### config.mk
export PLATFORM = sky130hd
export DESIGN_NAME = fpx_recorder
export DESIGN_NICKNAME = d
export VERILOG_FILES = /design/src/rtl/fpx_pkg.sv /design/src/rtl/fpx_ctrl.sv /design/src/rtl/fpx_datapath.sv /design/src/rtl/fpx_recorder.sv
export SDC_FILE = /design/constraint.sdc
export NUM_CORES = 1
export LEC_CHECK = 0
export BUFFER_PORTS_ARGS = -buffer_cell sky130_fd_sc_hd__buf_4
export CORE_UTILIZATION = 44
export CTS_CLUSTER_DIAMETER = 30
export CTS_CLUSTER_SIZE = 28
export DETAILED_ROUTE_END_ITERATION = 8
export GPL_ROUTABILITY_DRIVEN = 0
export HOLD_SLACK_MARGIN = 0.03
export PLACE_DENSITY_LB_ADDON = 0.25
export SLEW_MARGIN = 30
export SYNTH_ARGS = -nofsm -noshare
export SYNTH_HDL_FRONTEND = slang
export SYNTH_SLANG_ARGS = --single-unit
### constraint.sdc
create_clock -name clk -period 2.57 [get_ports clk]
set_clock_uncertainty 0.15 [all_clocks]
set_input_delay 0.1285 -clock clk [delete_from_list [all_inputs] [get_ports clk]]
set_output_delay 0.1285 -clock clk [all_outputs]
set_load 0.1 [all_outputs]
### src/rtl/fpx_pkg.sv
package fpx_pkg;
  localparam int FLAG_W = 5;
  localparam int FTT_W  = 3;

  // Strobes from control to datapath
  typedef struct packed {
    logic opFire;    // an operation is being recorded this edge
    logic takeTrap;  // that operation traps
  } fpxStrobes_t;
endpackage

### src/rtl/fpx_ctrl.sv
module fpx_ctrl (
  input  logic                clk,
  input  logic                rstN,
  input  logic                opValid,
  input  logic                trapHit,
  output fpx_pkg::fpxStrobes_t strobes,
  output logic                trapReq,
  output logic                pcAdvance
);
  always_comb begin
    strobes.opFire   = opValid;
    strobes.takeTrap = opValid && trapHit;
  end

  always_ff @(posedge clk or negedge rstN) begin
    if (!rstN) begin
      trapReq   <= 1'b0;
      pcAdvance <= 1'b0;
    end else begin
      trapReq   <= strobes.takeTrap;
      pcAdvance <= strobes.opFire && !strobes.takeTrap;
    end
  end
endmodule

### src/rtl/fpx_datapath.sv
module fpx_datapath #(
  parameter int FLAG_W   = 5,
  parameter int FTT_W    = 3,
  parameter int STATUS_W = 32,
  parameter int MASK_LSB = 23,
  parameter int FTT_LSB  = 14,
  parameter int ACC_LSB  = 5,
  parameter int CUR_LSB  = 0,
  parameter logic [FTT_W-1:0] FTT_IEEE = 1
) (
  input  logic                 clk,
  input  logic                 rstN,
  input  fpx_pkg::fpxStrobes_t strobes,
  input  logic [FLAG_W-1:0]    opFlags,
  input  logic                 maskWrEn,
  input  logic [FLAG_W-1:0]    maskWrData,
  output logic                 trapHit,
  output logic [FLAG_W-1:0]    trapEnMask,
  output logic [FLAG_W-1:0]    curExc,
  output logic [FLAG_W-1:0]    accExc,
  output logic [FTT_W-1:0]     trapType,
  output logic [STATUS_W-1:0]  statusWord
);
  logic [FLAG_W-1:0] enabledHit;
  logic [FLAG_W-1:0] pickedFlag;
  logic [FLAG_W-1:0] nextCur;

  assign enabledHit = opFlags & trapEnMask;
  assign trapHit    = |enabledHit;

  // Fixed priority: the highest bit index wins
  for (genvar i = 0; i < FLAG_W; i++) begin : g_prio
    if (i == FLAG_W - 1) begin : g_top
      assign pickedFlag[i] = enabledHit[i];
    end else begin : g_low
      assign pickedFlag[i] = enabledHit[i] & ~(|enabledHit[FLAG_W-1:i+1]);
    end
  end

  assign nextCur = strobes.takeTrap ? pickedFlag : opFlags;

  always_ff @(posedge clk or negedge rstN) begin
    if (!rstN) begin
      trapEnMask <= '0;
    end else if (maskWrEn) begin
      trapEnMask <= maskWrData;
    end
  end

  always_ff @(posedge clk or negedge rstN) begin
    if (!rstN) begin
      curExc   <= '0;
      accExc   <= '0;
      trapType <= '0;
    end else if (strobes.opFire) begin
      curExc   <= nextCur;
      trapType <= strobes.takeTrap ? FTT_IEEE : '0;
      if (!strobes.takeTrap) begin
        accExc <= accExc | nextCur;
      end
    end
  end

  always_comb begin
    statusWord = '0;
    statusWord[MASK_LSB +: FLAG_W] = trapEnMask;
    statusWord[FTT_LSB  +: FTT_W]  = trapType;
    statusWord[ACC_LSB  +: FLAG_W] = accExc;
    statusWord[CUR_LSB  +: FLAG_W] = curExc;
  end
endmodule

### src/rtl/fpx_recorder.sv
module fpx_recorder #(
  parameter int FLAG_W   = fpx_pkg::FLAG_W,
  parameter int FTT_W    = fpx_pkg::FTT_W,
  parameter int STATUS_W = 32
) (
  input  logic                clk,
  input  logic                rstN,
  input  logic                opValid,
  input  logic [FLAG_W-1:0]   opFlags,
  input  logic                maskWrEn,
  input  logic [FLAG_W-1:0]   maskWrData,
  output logic [FLAG_W-1:0]   trapEnMask,
  output logic [FLAG_W-1:0]   curExc,
  output logic [FLAG_W-1:0]   accExc,
  output logic [FTT_W-1:0]    trapType,
  output logic [STATUS_W-1:0] statusWord,
  output logic                trapReq,
  output logic                pcAdvance
);
  fpx_pkg::fpxStrobes_t strobes;
  logic trapHit;

  fpx_ctrl i_ctrl (
    .clk(clk), .rstN(rstN), .opValid(opValid), .trapHit(trapHit),
    .strobes(strobes), .trapReq(trapReq), .pcAdvance(pcAdvance)
  );

  fpx_datapath #(
    .FLAG_W(FLAG_W), .FTT_W(FTT_W), .STATUS_W(STATUS_W)
  ) i_dp (
    .clk(clk), .rstN(rstN), .strobes(strobes), .opFlags(opFlags),
    .maskWrEn(maskWrEn), .maskWrData(maskWrData), .trapHit(trapHit),
    .trapEnMask(trapEnMask), .curExc(curExc), .accExc(accExc),
    .trapType(trapType), .statusWord(statusWord)
  );
endmodule

==> impl_metrics.py <==
metrics = {
    "synth": {
        "synth_area_leaders": "dfrtp_1 (46%), buf_4 (26%), mux2_2 (5.8%), o2bb2ai_1 (3.6%), a21o_1 (3.1%)",
        "synth_area_um2": 969.7,
        "synth_top_area_share_pct": 46.45,
        "synthFlopType": "dfrtp_1",
        "synthArstFlopShare_pct": 100.0,
        "ys_types": 18,
        "synthTopCellsByCount": "buf_4 (34), dfrtp_1 (18), nand2_1 (8)",
        "syn_inst": 93,
        "yosys_warnings": 0,
        "postSynthAreaPerCell_um2": 10.43,
        "seq_area_frac_synth_pct": 46.45,
        "synth_area_leader_cell": "dfrtp_1",
        "yosysMostFrequentCell": "buf_4",
        "synth_edf_count": 0,
        "synth_seq_cells": 18,
    },
    "job": {
        "cap_violations": 0,
    },
    "clock_tree": {
        "cts_max_path_buffers": 2,
        "clkLatencyLatePin_ps": 290,
        "cts-root-buf": "clkbuf_4",
        "cts_tree": "built",
        "cts.sinks": 18,
        "clkSlewWorstSetupHoldPaths_ps": 90,
        "htreeDepth": 1,
        "cts_buffers": 3,
        "ctsResizeCount": 0,
    },
    "power": {
        "power_leakage_uw": 0.0006772,
        "swShare_pct": 57.02,
        "pwr-share-comb_pct": 57.9,
        "p_sw_uw": 632.8,
        "ir_drop_mv": 0.6002,
        "power.internal_uw": 477.0,
        "power.density_nw_per_um2": 826.6,
        "p_seq_share_pct": 30.0,
        "clockPowerShare_pct": 12.1,
    },
    "global_routing": {
        "grt_start_max_net_pins": 19,
        "track_usage_pct": 16.17,
        "grt_pass1_vias": 650,
        "grt_overflow": 0,
        "grt_antenna_before_repair": 0,
        "grt_pass1_wl_um": 2939,
    },
    "route": {
        "wl_per_cell_um": 10.94,
        "detail_route.first_pass.iterations": 6,
        "dr.first_iter.drc_count": 22,
        "viasPerCell": 4.518,
        "num_vias": 759,
        "ant_nets": 0,
        "drcViolationCount": 0,
        "routed_wl_um": 1838,
    },
    "floorplanning": {
        "die_width_um": 48.95,
        "initial_core_util_pct": 47.96,
        "die_area_um2": 2396,
        "pin_count": 66,
        "die_y_um": 48.95,
        "rows": 16,
        "core_area_um2": 2022,
    },
    "worst_hold_path": {
        "hold_path_class": "input pin to asynchronous set/reset pin",
    },
    "timing": {
        "hold_viol": 0,
        "worstMarginPinSlew_ps": 591.4,
        "fin_ws_ps": 693.1,
        "finalCritPeriodShare_pct": 73.03,
        "fin_crit_ps": 1877,
        "max_freq_ghz": 0.5328,
        "drv_slew": 0,
        "setup_tns_ps": 0,
        "rsz0062_at_grt": "no",
        "setup_viol": 0,
        "slew-limit-headroom_pct": 60.58,
    },
    "layout": {
        "nets": 157,
        "final_area_um2": 1343,
        "n_antenna_cell": 0,
        "area_delta_synth_final_pct": 38.45,
        "drive_above_1_share_pct": 39.01,
    },
    "critical_path": {
        "start_kind": "input pin",
        "worst-path-max-fanout": 7,
        "crit_required_ps": 2640,
        "critPathLaunch": "opFlags[3]",
        "crit_arrival_ps": 1940,
        "r2r_start": "i_dp.trapEnMask[2]",
        "cp-end-kind": "flop",
        "critPathKind": "input pin to flop",
    },
    "placed_design": {
        "pre_cts_ws_ps": 846.0,
        "port-buffer-count": 47,
        "placed_cell_area_um2": 1150,
        "hpwlAfterDp_um": 1304,
    },
    "run_status": {
        "status": "completed",
    },
}
[power groups by stage]
stage	combinational, uW	sequential (uW)	clock (uW)
after floorplan	378	519	0
final	643	332	135
after global routing	659	337	151
after global placement	616	336	0
after detailed placement	616	338	0
after CTS	642	333	137
[area by class of cell]
type	instances	area (um2)
Fill cell	174	679.4
Tap cell	27	33.78
Inverter	3	11.26
Multi-Input combinational cell	53	301.5
Sequential cell	18	450.4
Clock buffer	3	22.52
Timing Repair Buffer	64	523.0
[cells in the final DEF, fill, tap and decap left out, types with 2 or more instances in the layout]
| master | count |
|---|---|
| inv_1 | 3 |
| dlygate4sd3_1 | 17 |
| mux2_2 | 5 |
| nor2_1 | 4 |
| conb_1 | 18 |
| buf_4 | 47 |
| clkbuf_4 | 3 |
| dfrtp_1 | 18 |
| o31ai_1 | 2 |
| o2bb2ai_1 | 4 |
| a31oi_1 | 2 |
| nand2_1 | 8 |
| a21o_1 | 4 |
| a21oi_1 | 2 |
[layer usage]
layer	vias up	wire (um)	track usage, %
li1	360	-	-
met1	348	722	19.05
met2	47	971	28.24
met3	4	115	2.181
met4	0	29	8.824
met5	-	0	0
[state kept, by name, summed over array words and instances, names as in the netlist]
register and cells:
i_dp.trapType 1, i_dp.curExc 5, i_dp.trapEnMask 5, i_dp.accExc 5, i_ctrl.trapReq 1, i_ctrl.pcAdvance 1
[through the flow]
stage / instances / hold WS (ps) / total power, uW / util (%)
after floorplan: 110 / -317.1 / 897.1 / -
after global placement: 148 / -144.1 / 951.9 / 56.87
after detailed placement: 148 / -144.9 / 954.5 / 56.87
after CTS: 168 / 88.22 / 1112 / 66.40
after global routing: 168 / 99.04 / 1146 / 66.40
final: 168 / 81.43 / 1110 / 66.40
[worst max-delay path, stage by stage]
cell           delay, ps
dlygate4sd3_1        550
buf_4                160
a222oi_1             550
and4_1               410
o2bb2ai_1            140
[logic make-up (layout without fill, tap and decap cells)]
family	after synthesis	count (layout)	synth area share, %
compound gates	16	16	12.13
buf+inv	39	70	29.03
other cells	1	18	0.3867
simple gates	14	14	6.194
mux	5	5	5.806
flops	18	18	46.45
[worst paths after layout]
path	end	slack [ps]	depth (start not counted)
worst max-delay path	i_dp.curExc[3]	690	5
worst min-delay path	i_dp.trapType[0]	80	2
worst max register to register	i_dp.curExc[3]	780	3
worst min register to register	i_dp.accExc[2]	350	1
max in group asynchronous	i_dp.trapEnMask[4]	2000	2
min in group clk	i_dp.accExc[2]	350	1
[repair_timing]
item	in CTS	in global routing
endpoints found under the hold margin	34	0
buffers inserted	0	0
hold buffers	17	0
(Power assumes the default switching activity.)
